### src/rtl/uart_irq_pkg.sv
package uart_irq_pkg;
    localparam int unsigned SEL_W = 3;

    typedef enum logic [SEL_W-1:0] {
        SEL_ENA  = 3'd0,
        SEL_DIS  = 3'd1,
        SEL_MASK = 3'd2,
        SEL_STAT = 3'd3,
        SEL_CHAN = 3'd4
    } irq_sel_e;
endpackage

### src/rtl/irq_mask_bank.sv
module irq_mask_bank #(
    parameter int unsigned N = 9
) (
    input  logic         clk_i,
    input  logic         rst_ni,
    input  logic         set_en_i,
    input  logic         clr_en_i,
    input  logic [N-1:0] bits_i,
    output logic [N-1:0] mask_o
);
    logic [N-1:0] mask_q;

    always_ff @(posedge clk_i or negedge rst_ni) begin
        if (!rst_ni) begin
            mask_q <= '0;
        end else if (set_en_i) begin
            mask_q <= mask_q | bits_i;
        end else if (clr_en_i) begin
            mask_q <= mask_q & ~bits_i;
        end
    end

    assign mask_o = mask_q;

    p_set_r2: assert property (@(posedge clk_i) disable iff (!rst_ni)
        set_en_i |=> ((mask_q & $past(bits_i)) == $past(bits_i)));
    p_clr_r3: assert property (@(posedge clk_i) disable iff (!rst_ni)
        clr_en_i |=> ((mask_q & $past(bits_i)) == '0));
    p_hold_r4: assert property (@(posedge clk_i) disable iff (!rst_ni)
        (!set_en_i && !clr_en_i) |=> $stable(mask_q));
endmodule

### src/rtl/irq_status_bank.sv
module irq_status_bank #(
    parameter int unsigned N = 9
) (
    input  logic         clk_i,
    input  logic         rst_ni,
    input  logic         clr_en_i,
    input  logic [N-1:0] clr_bits_i,
    input  logic [N-1:0] evt_i,
    input  logic [N-1:0] mask_i,
    output logic [N-1:0] stat_o,
    output logic         irq_o
);
    logic [N-1:0] stat_q;
    logic [N-1:0] hit;
    logic [N-1:0] wipe;
    logic         irq_q;

    always_comb begin
        hit  = evt_i & mask_i;
        wipe = clr_en_i ? clr_bits_i : '0;
    end

    always_ff @(posedge clk_i or negedge rst_ni) begin
        if (!rst_ni) begin
            stat_q <= '0;
            irq_q  <= 1'b0;
        end else begin
            stat_q <= (stat_q & ~wipe) | hit;
            irq_q  <= |(stat_q & mask_i);
        end
    end

    assign stat_o = stat_q;
    assign irq_o  = irq_q;

    p_gate_r5: assert property (@(posedge clk_i) disable iff (!rst_ni)
        1'b1 |=> (((stat_q & ~$past(stat_q)) & ~$past(mask_i)) == '0));
    p_wins_r7: assert property (@(posedge clk_i) disable iff (!rst_ni)
        1'b1 |=> ((stat_q & $past(hit)) == $past(hit)));
    p_sticky_r6: assert property (@(posedge clk_i) disable iff (!rst_ni)
        !clr_en_i |=> ((stat_q & $past(stat_q)) == $past(stat_q)));
    p_wipe_r6: assert property (@(posedge clk_i) disable iff (!rst_ni)
        clr_en_i |=> ((stat_q & $past(clr_bits_i & ~hit)) == '0));
endmodule

### src/rtl/irq_read_sel.sv
module irq_read_sel
    import uart_irq_pkg::*;
#(
    parameter int unsigned N     = 9,
    parameter int unsigned REG_W = 13
) (
    input  logic [SEL_W-1:0] sel_i,
    input  logic [N-1:0]     mask_i,
    input  logic [N-1:0]     stat_i,
    input  logic [N-1:0]     evt_i,
    output logic [REG_W-1:0] data_o
);
    logic [N-1:0] pick;

    always_comb begin
        unique case (sel_i)
            SEL_MASK: pick = mask_i;
            SEL_STAT: pick = stat_i;
            SEL_CHAN: pick = evt_i;
            default:  pick = '0;
        endcase
    end

    generate
        if (REG_W > N) begin : g_pad
            assign data_o = {{(REG_W-N){1'b0}}, pick};
        end else begin : g_nopad
            assign data_o = pick[REG_W-1:0];
        end
    endgenerate

    always_comb begin
        p_pad_r9: assert (data_o >> N == '0);
    end
endmodule

### src/rtl/uart_irq_ctrl.sv
module uart_irq_ctrl
    import uart_irq_pkg::*;
#(
    parameter int unsigned NUM_SRC = 9,
    parameter int unsigned REG_W   = 13
) (
    input  logic                 clk_i,
    input  logic                 rst_ni,
    input  logic                 wr_en_i,
    input  logic [SEL_W-1:0]     wr_addr_i,
    input  logic [REG_W-1:0]     wr_data_i,
    input  logic [SEL_W-1:0]     rd_addr_i,
    output logic [REG_W-1:0]     rd_data_o,
    input  logic [NUM_SRC-1:0]   evt_i,
    output logic                 irq_o
);
    logic               ena_wr, dis_wr, stat_wr;
    logic [NUM_SRC-1:0] wbits, mask, stat;

    always_comb begin
        ena_wr  = wr_en_i && (wr_addr_i == SEL_ENA);
        dis_wr  = wr_en_i && (wr_addr_i == SEL_DIS);
        stat_wr = wr_en_i && (wr_addr_i == SEL_STAT);
        wbits   = wr_data_i[NUM_SRC-1:0];
    end

    irq_mask_bank #(.N(NUM_SRC)) u_mask (
        .clk_i    (clk_i),
        .rst_ni   (rst_ni),
        .set_en_i (ena_wr),
        .clr_en_i (dis_wr),
        .bits_i   (wbits),
        .mask_o   (mask)
    );

    irq_status_bank #(.N(NUM_SRC)) u_stat (
        .clk_i      (clk_i),
        .rst_ni     (rst_ni),
        .clr_en_i   (stat_wr),
        .clr_bits_i (wbits),
        .evt_i      (evt_i),
        .mask_i     (mask),
        .stat_o     (stat),
        .irq_o      (irq_o)
    );

    irq_read_sel #(.N(NUM_SRC), .REG_W(REG_W)) u_rd (
        .sel_i  (rd_addr_i),
        .mask_i (mask),
        .stat_i (stat),
        .evt_i  (evt_i),
        .data_o (rd_data_o)
    );

    p_irq_rise_r10: assert property (@(posedge clk_i) disable iff (!rst_ni)
        $rose(irq_o) |-> $past(stat != '0));
    p_irq_fall_r10: assert property (@(posedge clk_i) disable iff (!rst_ni)
        (stat == '0) |=> !irq_o);
    p_blind_r4: assert property (@(posedge clk_i) disable iff (!rst_ni)
        (!wr_en_i || wr_addr_i > SEL_STAT) |=> $stable(mask));
endmodule

### config.mk
export PLATFORM = sky130hd
export DESIGN_NAME = uart_irq_ctrl
export DESIGN_NICKNAME = d
export VERILOG_FILES = /design/src/rtl/uart_irq_pkg.sv /design/src/rtl/irq_mask_bank.sv /design/src/rtl/irq_status_bank.sv /design/src/rtl/irq_read_sel.sv /design/src/rtl/uart_irq_ctrl.sv
export SDC_FILE = /design/constraint.sdc
export NUM_CORES = 1
export LEC_CHECK = 0
export ABC_AREA = 0
export BUFFER_PORTS_ARGS = -buffer_cell sky130_fd_sc_hd__buf_2
export CORE_UTILIZATION = 33
export CTS_CLUSTER_DIAMETER = 50
export CTS_CLUSTER_SIZE = 30
export DETAILED_ROUTE_END_ITERATION = 10
export SKIP_CTS_REPAIR_TIMING = 1
export SLEW_MARGIN = 0
export SYNTH_ARGS = -nofsm -noshare
export SYNTH_HDL_FRONTEND = slang
export SYNTH_SLANG_ARGS = --single-unit
### constraint.sdc
create_clock -name clk_i -period 1.5 [get_ports clk_i]
set_clock_uncertainty 0.05 [all_clocks]
set_input_delay 0.15 -clock clk_i [delete_from_list [all_inputs] [get_ports clk_i]]
set_output_delay 0.15 -clock clk_i [all_outputs]
set_load 0.03 [all_outputs]
==> impl_results.html <==
<table>
<tr><th>Metric</th><th>Value</th></tr>
<tr><th colspan="2">Global routing</th></tr>
<tr><td>Largest net degree at the start of global routing</td><td>20</td></tr>
<tr><td>First-pass GRT wire length</td><td>between 4000 and 5000 um</td></tr>
<tr><td>Gr ovfl total</td><td>0</td></tr>
<tr><td>Via count of the first global-routing pass</td><td>between 900 and 1,000</td></tr>
<tr><td>Combined global-route utilization of all metal layers</td><td>between 10% and 20%</td></tr>
<tr><td>Number of antenna violations at the first check in global routing</td><td>0</td></tr>
<tr><th colspan="2">Clock tree</th></tr>
<tr><td>Master cell of the clock root buffer</td><td>clkbuf_4</td></tr>
<tr><td>CTS Buf Count</td><td>3</td></tr>
<tr><td>Clock transition at path regs</td><td>about 0.11 ns</td></tr>
<tr><td>Buffer levels on the longest clock path</td><td>2</td></tr>
<tr><td># clock sinks</td><td>19</td></tr>
<tr><td>TritonCTS clock tree</td><td>built</td></tr>
<tr><td>Clk Latency, worst-skew pair</td><td>between 0.2 and 0.3 ns</td></tr>
<tr><td>H-tree levels</td><td>1</td></tr>
<tr><th colspan="2">Floorplan</th></tr>
<tr><td># rows</td><td>19</td></tr>
<tr><td>Number of ports placed on the die boundary</td><td>45</td></tr>
<tr><td>Core region area</td><td>2850 sq um</td></tr>
<tr><td>DIE HEIGHT</td><td>slightly below 60 um</td></tr>
<tr><td>Overall die area</td><td>approximately 3300 sq um</td></tr>
<tr><td>Initial Utilization</td><td>35.9%</td></tr>
<tr><td>Die span in x</td><td>roughly 58 um</td></tr>
<tr><th colspan="2">Worst setup path</th></tr>
<tr><td>Critical path peak fanout</td><td>3</td></tr>
<tr><td>Top cell family by delay on the critical path</td><td>flip-flops</td></tr>
<tr><td>Crit path DAT</td><td>approximately 1.2 ns</td></tr>
<tr><td>Cell Chain, Critical Path</td><td>inv_1, o32ai_1, buf_2</td></tr>
<tr><td>Element type at the critical path start</td><td>flop</td></tr>
<tr><td>Critical Path Sink Type</td><td>primary output</td></tr>
<tr><td>Buffers plus inverters on the worst setup path</td><td>2</td></tr>
<tr><td>Category of the most critical setup path</td><td>reg2out</td></tr>
<tr><td>Highest cell delay on the worst timing path</td><td>approximately 0.4 ns</td></tr>
<tr><td>Required time reported for the critical path endpoint</td><td>1.30 ns</td></tr>
<tr><td>Critical Path Slowest Stage Cell</td><td>dfrtp_1</td></tr>
<tr><th colspan="2">Detailed routing</th></tr>
<tr><td>Total routed wirelength</td><td>~2600 um</td></tr>
<tr><td>Via-per-instance ratio</td><td>~5.5</td></tr>
<tr><td>Vias after detailed routing</td><td>around 940</td></tr>
<tr><td>Residual DRC</td><td>0</td></tr>
<tr><td>Post-DR wirelength/cell</td><td>around 15 um</td></tr>
<tr><td>First-pass detailed-route iteration total</td><td>6</td></tr>
<tr><td>First DRT Iteration DRCs</td><td>22</td></tr>
<tr><td>Number of nets with antenna violations after detailed routing</td><td>0</td></tr>
<tr><th colspan="2">Run status</th></tr>
<tr><td>Status</td><td>completed</td></tr>
<tr><th colspan="2">Placed design</th></tr>
<tr><td>Port Buf Inserts</td><td>36</td></tr>
<tr><td>Sum of net half-perimeters after detailed placement</td><td>between 1500 and 2000 um</td></tr>
<tr><td>Instance area at placement</td><td>about 1200 sq um</td></tr>
<tr><td>Cell count after placement</td><td>166</td></tr>
<tr><td>Setup slack after placement</td><td>0.201 ns</td></tr>
<tr><td>Global placement routability congestion</td><td>0.676</td></tr>
<tr><th colspan="2">Pwr</th></tr>
<tr><td>Total leakage power</td><td>between 0.0006 and 0.0007 uW</td></tr>
<tr><td>Power density normalized to cell area</td><td>around 960 nW/um^2</td></tr>
<tr><td>Internal power</td><td>819 uW</td></tr>
<tr><td>Share of power burned in registers</td><td>a little over half</td></tr>
<tr><td>Overall power consumption</td><td>1220 uW</td></tr>
<tr><td>Combinational power share</td><td>approximately a quarter</td></tr>
<tr><td>Net switching power figure</td><td>about 400 uW</td></tr>
<tr><td>Switching power share of the total</td><td>approximately a third</td></tr>
<tr><td>Worst vdd ir</td><td>about 0.47 mV</td></tr>
<tr><td>Part of the power in the clock network</td><td>approximately a fifth</td></tr>
<tr><th colspan="2">Timing</th></tr>
<tr><td>Count of pins over their slew limit</td><td>0</td></tr>
<tr><td>Final setup violation count</td><td>0</td></tr>
<tr><td>Period utilisation layout</td><td>between 90% and 100%</td></tr>
<tr><td>Final hold viol count</td><td>0</td></tr>
<tr><td>Post-Route Setup TNS</td><td>0 ns</td></tr>
<tr><td>Least setup slack across all paths after layout</td><td>0.0798 ns</td></tr>
<tr><td>Setup repair after global routing missed its margin</td><td>no</td></tr>
<tr><td>Highest clock rate</td><td>just over 0.7 GHz</td></tr>
<tr><td>Minimum clock period</td><td>between 1 and 1.5 ns</td></tr>
<tr><th colspan="2">Logic synthesis</th></tr>
<tr><td>Leading area contributor after synthesis</td><td>dfrtp_1</td></tr>
<tr><td>Register bit count reported by yosys</td><td>19</td></tr>
<tr><td>Synth Warn #</td><td>0</td></tr>
<tr><td>Sequential fraction of the synthesis area</td><td>between 40% and 50%</td></tr>
<tr><td>Cell area after synthesis</td><td>1020 sq um</td></tr>
<tr><td>Average footprint of a synthesized cell</td><td>between 10 and 15 sq um</td></tr>
<tr><td>Post-Syn Instances</td><td>~100</td></tr>
<tr><td>Main area contributors after synthesis</td><td>dfrtp_1 (46%), a22o_1 (8.5%), a22oi_1 (7.3%)</td></tr>
<tr><td>Portion of synthesized cell area occupied by the leading cell type</td><td>between 40% and 50%</td></tr>
<tr><td>Count of distinct cell types in the synthesized netlist</td><td>21</td></tr>
<tr><th colspan="2">Final layout</th></tr>
<tr><td>Most common library cell in the layout ignoring fill and taps</td><td>buf_2</td></tr>
<tr><td>Final-stage net count</td><td>around 170</td></tr>
<tr><td>Layout Area Growth over Synthesis</td><td>24.2%</td></tr>
<tr><td>Finished Cell Area</td><td>approximately 1300 sq um</td></tr>
<tr><td>Diode insertion count for antenna repair</td><td>0</td></tr>
<tr><td>Commonest cells after routing, fill and taps aside</td><td>buf_2 (36), dfrtp_1 (19), nand2_1 (13), a22oi_1 (10), a22o_1 (10)</td></tr>
<tr><td>Final Instance Count excl. Fillers</td><td>approximately 170</td></tr>
<tr><td>Layout cells sized above 1</td><td>approximately 34%</td></tr>
<tr><th colspan="2">Worst hold path</th></tr>
<tr><td>Tightest Hold Check Type</td><td>in2reg</td></tr>
<tr><th colspan="2">Flow run</th></tr>
<tr><td>MaxCap Viol Count</td><td>0</td></tr>
</table>
[cells in the mapped netlist, drive strengths merged]
cell,n
dfrtp,19
nand2,13
a22o,10
a22oi,10
buf,10
o2bb2ai,8
a21oi,6
a31oi,6
inv,4
mux2i,3
nor2b,2
a221oi,1
a222oi,1
and4b,1
conb,1
nand3,1
nor2,1
nor3b,1
o32ai,1
[cell type report]
cell class                      count  area, sq um
Tap cell                           31         38.8
Inverter                            4         15.0
Clock buffer                        4         26.3
Timing Repair Buffer               44          243
Sequential cell                    19          475
Multi-Input combinational cell     69          474
Fill cell                         290         1580
[metal layers]
layer | global-route usage [%] | wire length [um] | up-vias
li1 | - | - | 459
met1 | 21.8 | 1150 | 449
met2 | 28.6 | 1270 | 29
met3 | 1.56 | 112 | 2
met4 | 6.12 | 27 | 0
met5 | 0 | 0 | -
[final timing paths]
check                                 start                         end  slack, ns  depth (start not counted)
min reg2reg                u_stat.stat_o[0]            u_stat.stat_o[0]       0.50                          1
min                            wr_data_i[8]                        flop       0.01                          2
min in group asynchronous            rst_ni            u_stat.stat_o[3]       0.26                          2
max in group asynchronous            rst_ni  asynchronous set/reset pin       0.84                          2
max                        u_stat.stat_o[7]                rd_data_o[7]       0.08                          3
max reg2reg                            flop                u_stat.irq_o       0.34                          3
[metrics by stage]
step                util [%]  hold slack (ns)
finish                  44.6           0.0112
global route            44.6           0.0245
CTS                     44.3           -0.249
detailed placement      43.3           0.0701
global placement        43.3           0.0612
floorplan                  -           -0.196
[cells by family after synthesis]
logic type	share of synthesized area [%]
compound gates	32.0
buf+inv	8.42
flops	46.4
mux	2.93
other cells	0.366
simple gates	9.89
[power by group through the flow]
stage	registers (uW)	clock network, uW	logic, uW
detailed placement	662	0	314
CTS	652	263	315
finish	653	254	312
floorplan	644	0	213
global placement	658	0	307
global route	662	285	350
Note: power is estimated with default switching activity, not from simulation.
